<file path="src/rtl/pcie_window_xlate_pkg.sv">
package pcie_window_xlate_pkg;
   // largest number of windows the block can be built with
   localparam int MAX_WIN  = 3;
   // width of the remote address space
   localparam int XLATE_W  = 64;
   // width of the window number output
   localparam int IDX_W    = $clog2(MAX_WIN);
endpackage

</file>
<file path="src/rtl/pcie_window_xlate_win.sv">
// One translation window: range compare, offset merge and shape check.
module pcie_window_xlate_win
   import pcie_window_xlate_pkg::*;
#(
   parameter int                  ADDR_W = 48,
   parameter logic [ADDR_W-1:0]   BASE   = '0,
   parameter logic [ADDR_W-1:0]   HIGH   = '1,
   parameter logic [XLATE_W-1:0]  XLATE  = '0,
   parameter bit                  ENABLE = 1'b1
) (
   input  logic [ADDR_W-1:0]   addr,
   output logic                hit,
   output logic [XLATE_W-1:0]  xaddr,
   output logic                cfg_bad
);
   // size minus one; for a well-formed window this is the offset mask
   localparam logic [ADDR_W-1:0]  SPAN     = HIGH - BASE;
   localparam logic [XLATE_W-1:0] SPAN_X   = XLATE_W'(SPAN);
   localparam bit                 ORDER_OK = (HIGH >= BASE);
   localparam bit                 POW2_OK  = ((SPAN & (SPAN + ADDR_W'(1))) == '0);
   localparam bit                 ALIGN_OK = ((BASE & SPAN) == '0);
   localparam bit                 XL_OK    = ((XLATE & SPAN_X) == '0);

   logic in_range;

   assign in_range = (addr >= BASE) && (addr <= HIGH);
   assign hit      = ENABLE && in_range;
   assign xaddr    = (XLATE & ~SPAN_X) | (XLATE_W'(addr) & SPAN_X);

   generate
      if (ENABLE) begin : g_active
         assign cfg_bad = !(ORDER_OK && POW2_OK && ALIGN_OK && XL_OK);
      end else begin : g_idle
         assign cfg_bad = 1'b0;
      end
   endgenerate
endmodule

</file>
<file path="src/rtl/pcie_window_xlate_pick.sv">
// Priority select: the lowest-numbered hitting window wins.
module pcie_window_xlate_pick
   import pcie_window_xlate_pkg::*;
(
   input  logic [MAX_WIN-1:0]               hit,
   input  logic [MAX_WIN-1:0][XLATE_W-1:0]  xaddr,
   output logic                             any_hit,
   output logic [IDX_W-1:0]                 sel_idx,
   output logic [XLATE_W-1:0]               sel_addr
);
   always_comb begin
      any_hit  = 1'b0;
      sel_idx  = '0;
      sel_addr = '0;
      // walk downward so the lowest index is written last
      for (int i = MAX_WIN - 1; i >= 0; i--) begin
         if (hit[i]) begin
            any_hit  = 1'b1;
            sel_idx  = IDX_W'(i);
            sel_addr = xaddr[i];
         end
      end
   end
endmodule

</file>
<file path="src/rtl/pcie_window_xlate.sv">
module pcie_window_xlate
   import pcie_window_xlate_pkg::*;
#(
   parameter int                                ADDR_W   = 48,
   parameter int                                NUM_WIN  = 3,
   parameter logic [MAX_WIN-1:0][ADDR_W-1:0]    WIN_BASE = {48'h0000_FE00_0000,
                                                            48'h0000_ABCD_E000,
                                                            48'h0000_1234_0000},
   parameter logic [MAX_WIN-1:0][ADDR_W-1:0]    WIN_HIGH = {48'h0000_FFFF_FFFF,
                                                            48'h0000_ABCD_FFFF,
                                                            48'h0000_1234_FFFF},
   parameter logic [MAX_WIN-1:0][XLATE_W-1:0]   WIN_XL   = {64'h7000_0000_4000_0000,
                                                            64'h6000_0000_FEDC_0000,
                                                            64'h5000_0000_5671_0000}
) (
   input  logic                 clk,
   input  logic                 rst_n,
   input  logic                 in_valid,
   input  logic [ADDR_W-1:0]    in_addr,
   output logic                 out_valid,
   output logic [XLATE_W-1:0]   out_addr,
   output logic [IDX_W-1:0]     out_hit_index,
   output logic                 out_is_64bit,
   output logic                 out_miss,
   output logic                 config_error
);
   // elaboration-time parameter checks
   generate
      if (NUM_WIN < 1 || NUM_WIN > MAX_WIN) begin : g_bad_num
         $error("pcie_window_xlate: NUM_WIN out of range");
      end
      if (ADDR_W < 1 || ADDR_W > XLATE_W) begin : g_bad_width
         $error("pcie_window_xlate: ADDR_W must lie in 1..XLATE_W");
      end
   endgenerate

   logic [MAX_WIN-1:0]               win_hit;
   logic [MAX_WIN-1:0][XLATE_W-1:0]  win_xaddr;
   logic [MAX_WIN-1:0]               win_bad;
   logic                             any_hit;
   logic [IDX_W-1:0]                 sel_idx;
   logic [XLATE_W-1:0]               sel_addr;
   logic                             sel_wide;

   generate
      for (genvar g = 0; g < MAX_WIN; g++) begin : g_win
         pcie_window_xlate_win #(
            .ADDR_W (ADDR_W),
            .BASE   (WIN_BASE[g]),
            .HIGH   (WIN_HIGH[g]),
            .XLATE  (WIN_XL[g]),
            .ENABLE (g < NUM_WIN)
         ) u_win (
            .addr    (in_addr),
            .hit     (win_hit[g]),
            .xaddr   (win_xaddr[g]),
            .cfg_bad (win_bad[g])
         );
      end
   endgenerate

   pcie_window_xlate_pick u_pick (
      .hit      (win_hit),
      .xaddr    (win_xaddr),
      .any_hit  (any_hit),
      .sel_idx  (sel_idx),
      .sel_addr (sel_addr)
   );

   assign sel_wide = |sel_addr[XLATE_W-1:32];

   always_ff @(posedge clk or negedge rst_n) begin
      if (!rst_n) begin
         out_valid     <= 1'b0;
         out_addr      <= '0;
         out_hit_index <= '0;
         out_is_64bit  <= 1'b0;
         out_miss      <= 1'b0;
         config_error  <= 1'b0;
      end else begin
         out_valid    <= in_valid;
         config_error <= config_error | (|win_bad);
         if (in_valid && any_hit) begin
            out_addr      <= sel_addr;
            out_hit_index <= sel_idx;
            out_is_64bit  <= sel_wide;
            out_miss      <= 1'b0;
         end else begin
            out_addr      <= '0;
            out_hit_index <= '0;
            out_is_64bit  <= 1'b0;
            out_miss      <= in_valid;
         end
      end
   end


   latency_chk: assert property (@(posedge clk) disable iff (!rst_n)
      1'b1 |=> (out_valid == $past(in_valid)));


   idle_quiet_chk: assert property (@(posedge clk) disable iff (!rst_n)
      !out_valid |-> (!out_miss && out_addr == '0 && out_hit_index == '0 && !out_is_64bit));


   miss_zero_chk: assert property (@(posedge clk) disable iff (!rst_n)
      out_miss |-> (out_valid && out_addr == '0 && !out_is_64bit));


   wide_fmt_chk: assert property (@(posedge clk) disable iff (!rst_n)
      (out_valid && !out_miss) |-> (out_is_64bit == (out_addr[XLATE_W-1:32] != '0)));


   first_win_chk: assert property (@(posedge clk) disable iff (!rst_n)
      (in_valid && win_hit[0]) |=> (!out_miss && out_hit_index == '0));


   idx_range_chk: assert property (@(posedge clk) disable iff (!rst_n)
      (out_valid && !out_miss) |-> (int'(out_hit_index) < NUM_WIN));


   cfg_sticky_chk: assert property (@(posedge clk) disable iff (!rst_n)
      config_error |=> config_error);
endmodule

</file>
<file path="config.mk">
export PLATFORM = sky130hd
export DESIGN_NAME = pcie_window_xlate
export DESIGN_NICKNAME = d
export VERILOG_FILES = /design/src/rtl/pcie_window_xlate_pkg.sv /design/src/rtl/pcie_window_xlate_win.sv /design/src/rtl/pcie_window_xlate_pick.sv /design/src/rtl/pcie_window_xlate.sv
export SDC_FILE = /design/constraint.sdc
export NUM_CORES = 1
export LEC_CHECK = 0
export ABC_AREA = 1
export BUFFER_PORTS_ARGS = -buffer_cell sky130_fd_sc_hd__buf_2
export CAP_MARGIN = 20
export CORE_MARGIN = 4
export CORE_UTILIZATION = 41
export CTS_CLUSTER_DIAMETER = 60
export CTS_CLUSTER_SIZE = 16
export DETAILED_ROUTE_END_ITERATION = 8
export PLACE_DENSITY = 0.8
export SLEW_MARGIN = 5
export SYNTH_ARGS = -nofsm -noshare
export SYNTH_HDL_FRONTEND = slang
export SYNTH_SLANG_ARGS = --single-unit
</file>
<file path="constraint.sdc">
create_clock -name clk -period 0.8 [get_ports clk]
set_clock_uncertainty 0.05 [all_clocks]
set_input_delay 0.16 -clock clk [delete_from_list [all_inputs] [get_ports clk]]
set_output_delay 0.16 -clock clk [all_outputs]
set_load 0.005 [all_outputs]
</file>
Yosys cells after proc, flatten, opt, wreduce, memory -nomap -nowiden
Index checks and enable logic that the tools add are counted.
{ "totals": {"ff_bits": 69, "latch_bits": 0, "mem_bits_rw": 0, "mem_bits_ro": 0, "in_bits": 51, "out_inout_bits": 70, "word_cells": 29, "n_memories": 0} }
{ "classes": {"n_addsub": 0, "n_mul": 0, "div": 0, "magnitude_cmp": 6, "eq_ne": 0, "shifts": 0, "n_mux": 13, "bitwise": 0, "n_reduce_logical": 5} }
{ "op_table": {"columns": ["op", "count"], "rows": [
  ["$mux W63", 3],
  ["$ge A48 B32 Y1 const B", 2],
  ["$le A48 B32 Y1 const B", 2],
  ["$mux W64", 1],
  ["$ge A48 B29 Y1 const B", 1],
  ["$le A48 B29 Y1 const B", 1],
  ["$reduce_or A32 Y1", 1],
  ["$mux W2", 4],
  ["$mux W1", 5],
  ["$logic_and A1 B1 Y1", 4]
]} }

Longest topological paths before layout
{ "logic_depth": {"ltp_word": 7, "depth_mapped": 10, "ltp_nobuf": 9} }

Modules after synthesis
From an unflattened synthesis, not the netlist that was laid out.
{ "unflattened": {"hier_cells": 830, "area_unflattened_um2": 5863.1} }
{ "modules_own_cells": {"columns": ["mod", "n_inst", "cells_each", "area_each_um2", "seq_area_each_um2"], "rows": [
  ["pcie_window_xlate", 1, 247, 2521.2, 1751.7],
  ["pcie_window_xlate_pick", 1, 298, 1512.7, 0.0],
  ["pcie_window_xlate_win (g_win[1].u_win)", 1, 97, 623.1, 0.0],
  ["pcie_window_xlate_win (g_win[0].u_win)", 1, 96, 609.3, 0.0],
  ["pcie_window_xlate_win (g_win[2].u_win)", 1, 92, 596.8, 0.0]
]} }

Least setup slack after synthesis
Ideal clock, no wire load.
{ "synth_path": {"path_kind": "in2reg", "from": "input in_addr[36]", "to": "register out_addr[16]", "setup_ns": 0.069, "arrival_ns": 1.101, "required_time_ns": 0.681, "path_slack_ns": -0.420, "path_stages": 10, "path_buffers": 1, "path_cell_list": "nor2_1 -> nand2_1 -> nor2_2 -> nand2_1 -> nor2_2 -> nand2_2 -> nand3_2 -> nand2_4 -> buf_6 -> nor2_2"} }
{ "synth_via": {"elab_chain_cells": 7, "word_cells_on_any_way": 17, "classes_between": "6 x order compare; 7 x mux; 4 x reduce/logical"} }
{ "synth_rtl": {"columns": ["element", "line_no", "text"], "rows": [
  ["start, declared", "pcie_window_xlate.sv:19", "input logic [ADDR_W-1:0] in_addr,"],
  ["$ge A48 B32 Y1 / $le A48 B32 Y1 (equally long branches)", "pcie_window_xlate_win.sv:26", "assign in_range = (addr >= BASE) && (addr <= HIGH);"],
  ["$logic_and A1 B1 Y1", "pcie_window_xlate_win.sv:26", null],
  ["$mux W1 (3 in series)", "pcie_window_xlate_pick.sv:17", "if (hit[i]) begin"],
  ["$logic_and A1 B1 Y1", "pcie_window_xlate.sv:83", "if (in_valid && any_hit) begin"],
  ["$mux W64 (*)", "pcie_window_xlate.sv:83", null],
  ["end signal, assigned", "pcie_window_xlate.sv:84", "out_addr <= sel_addr;"],
  ["end, declared", "pcie_window_xlate.sv:21", "output logic [XLATE_W-1:0] out_addr,"]
]} }
Mark *: on every way between the ends. The rest lies on a longest branch, timed or not.

Final worst setup path
{ "layout_path": {"from": "input in_addr[33]", "to": "register out_addr[7]"} }
The elaborated chain is that of the path after synthesis.

==> out/metrics.yaml <==
cells_and_area:
  drive_above_1_share_pct: 60.9
  final.fill_count: 316
  multi_input_area_um2: 862
  synthToLayoutAreaGrowth_pct: 67.6
  seqCellArea_um2: 851
  fin_nets: 380
  antennaDiodeCount: 0
critical_path:
  startpoint_type: "primary input"
  crit_slowest_cell: "nand3_4"
  crit_chain: "buf_2, nor2_4, nand2_2, nor2_4, buf_6, nand4_1, nand3_4, nand2_8, nor2_4"
  slowest_delay_ns: 0.26
  critical_path_class: "in -> reg"
  cpLargestDelayFamily: "simple AND/OR/NAND/NOR gates"
  path_max_fanout: 5
  required_ns: 0.97
  cp-end-kind: "flip-flop"
  crit_start: "in_addr[33]"
  worst_ep_arrival_time_ns: 1.38
  path_buf_inv: 2
  cpMostUsedCell: "nor2_4"
clocking:
  numCtsBuffers: 5
  cts_max_level: 2
  max-clock-path-buffers: 2
  clkTransAtPathRegs_ns: 0.07
  cts_tree: "done"
  cts.sinks: 34
  cts_root_buffer: "clkbuf_8"
power:
  p_total_mw: 3.52
  p_leak_nw: 1.69
  ir_drop_v: 0.000538
  cellPowerDensity_nw_per_um2: 1240
placed_design:
  post-dp-hpwl_um: 3310
  gp_congestion: 0.856
  port_buffers: 90
  place_ws_ns: -0.705
sta:
  final.period_utilization_pct: 152
  timing.fmax_mhz: 824
  report.final.slew_viol_count: 0
  fin_ws_ns: -0.414
  setup_viol: 73
  rsz0062_at_grt: "yes"
  min_period_ns: 1.21
  final_hold_viol_count: 0
global_routing:
  grt_pass1_wl_um: 6670
  overflow: 0
  first_global_vias: 1547
  grt_max_degree: 27
  track_usage_pct: 16.7
  antenna_found_initial: 0
status:
  violations: "negative setup slack"
  status: "finished with violations"
route:
  wl_um: 4580
  drt-initial-drc-count: 76
  antenna_left: 0
  drt_first_pass_iters: 4
  vias: 1598
  drcViolationCount: 0
  post_drt_wl_per_cell_um: 12.0
  viasPerCell: 4.21
synth:
  ys_types: 18
  synth_area_um2: 1700
  yosysTopAreaCell: "dfrtp_1"
  ys_seq_area_share_pct: 50.1
  synth_edf_count: 0
  synth_area_leaders: "dfrtp_1 50%, buf_4 16%, nor2_1 9.5%, inv_1 8.0%, nor2_2 4.4%"
  ys_seq_elements: 34
  ys.flop_type: "dfrtp_1"
  synthCells: 201
  synth.top_cell.area_share_pct: 50.1
  ys_warn_count: 0
  async_flop_share_pct: 100
  avgSynthCellArea_um2: 8.44
hold_path:
  holdCritStartpoint: "in_valid"
  hp-class: "in -> reg"
job:
  drv_cap: 0
floorplanning:
  num_rows: 23
  die_y_um: 72.3
  initial_utilization_pct: 42.4
  pin_count: 121
  coreArea_um2: 4000
  die_w_um: 72.3
  die_area_um2: 5230
cell usage in the layout (no fill, tap or decap), types with 2 or more instances in the layout:
| master | n |
|---|---|
| a21oi_1 | 2 |
| buf_2 | 79 |
| buf_4 | 26 |
| buf_6 | 19 |
| clkbuf_8 | 6 |
| conb_1 | 30 |
| dfrtp_1 | 34 |
| inv_1 | 30 |
| inv_2 | 5 |
| nand2_1 | 10 |
| nand2_2 | 5 |
| nand2_4 | 6 |
| nand2_8 | 2 |
| nand3_1 | 2 |
| nand3_4 | 2 |
| nand4_1 | 4 |
| nor2_1 | 13 |
| nor2_2 | 23 |
| nor2_4 | 19 |
| o21ai_4 | 2 |
path summary, 6_finish.rpt:
path / end / depth (start not counted)
setup / recovery: out_addr[7] / 9
hold / removal: out_valid / 1
max in group asynchronous: out_addr[19] / 3
min in group asynchronous: out_addr[30] / 2
layout make-up:
class | count | area share [%]
clock buffer | 6 | 2.90
clock inverter | 2 | 0.440
inverter | 36 | 4.84
multi-input combinational | 126 | 30.3
sequential | 34 | 29.9
tap | 50 | 2.20
timing repair buffer | 126 | 29.4
repair_timing:
action / CTS / global route
endpoints found under the hold margin: 34 / 0
resized for setup: 50 / 45
buffers inserted: 8 / 4
hold buffers: 1 / 0
pin swaps: 15 / 25
setup endpoints to repair: 73 / 73
gates cloned: 1 / 2
cell families after synthesis:
logic type,Yosys count,synth area share [%]
flops,34,50.1
buf+inv,73,24.6
other cells,1,0.221
simple gates,88,23.6
compound gates,5,1.47
sequential cells by signal, summed over array words and instances, names as in the netlist:
signal         flops
out_addr          29
out_hit_index      2
out_is_64bit       1
out_miss           1
out_valid          1
metal layers:
| metal | track usage, % | up-vias | wire, µm |
|---|---|---|---|
| met5 | 0 | - | 0 |
| met4 | 6.89 | 0 | 63 |
| met3 | 4.16 | 7 | 490 |
| met2 | 31.1 | 97 | 2530 |
| met1 | 17.6 | 712 | 1490 |
| li1 | - | 782 | - |
synth_stat cells, drive strengths merged, types with 2 or more instances:
library cell and n:
nand4 4, nand3 5, nand2 20, nor3 2, a21oi 3, buf 37
inv 36, dfrtp 34, o21ai 2, nor2 55
power by group:
group	internal, mW	switching, mW
combinational	0.244	0.260
clock	0.691	0.598
sequential	1.72	0.00200
per-stage QoR:
stage	instances	setup TNS [ns]	util, %	area [µm²]	hold WS [ns]
after floorplan	230	-11.09	-	1830	-0.186
after global placement	357	-18.65	56.2	2250	-0.0248
after detailed placement	357	-20.91	56.2	2250	-0.0135
after CTS	375	-16.86	65.5	2620	0.0106
after global routing	380	-22.85	71.1	2840	0.00254
final	380	-18.89	71.1	2840	0.0141
No activity file was read; power rests on OpenSTA's default activity.
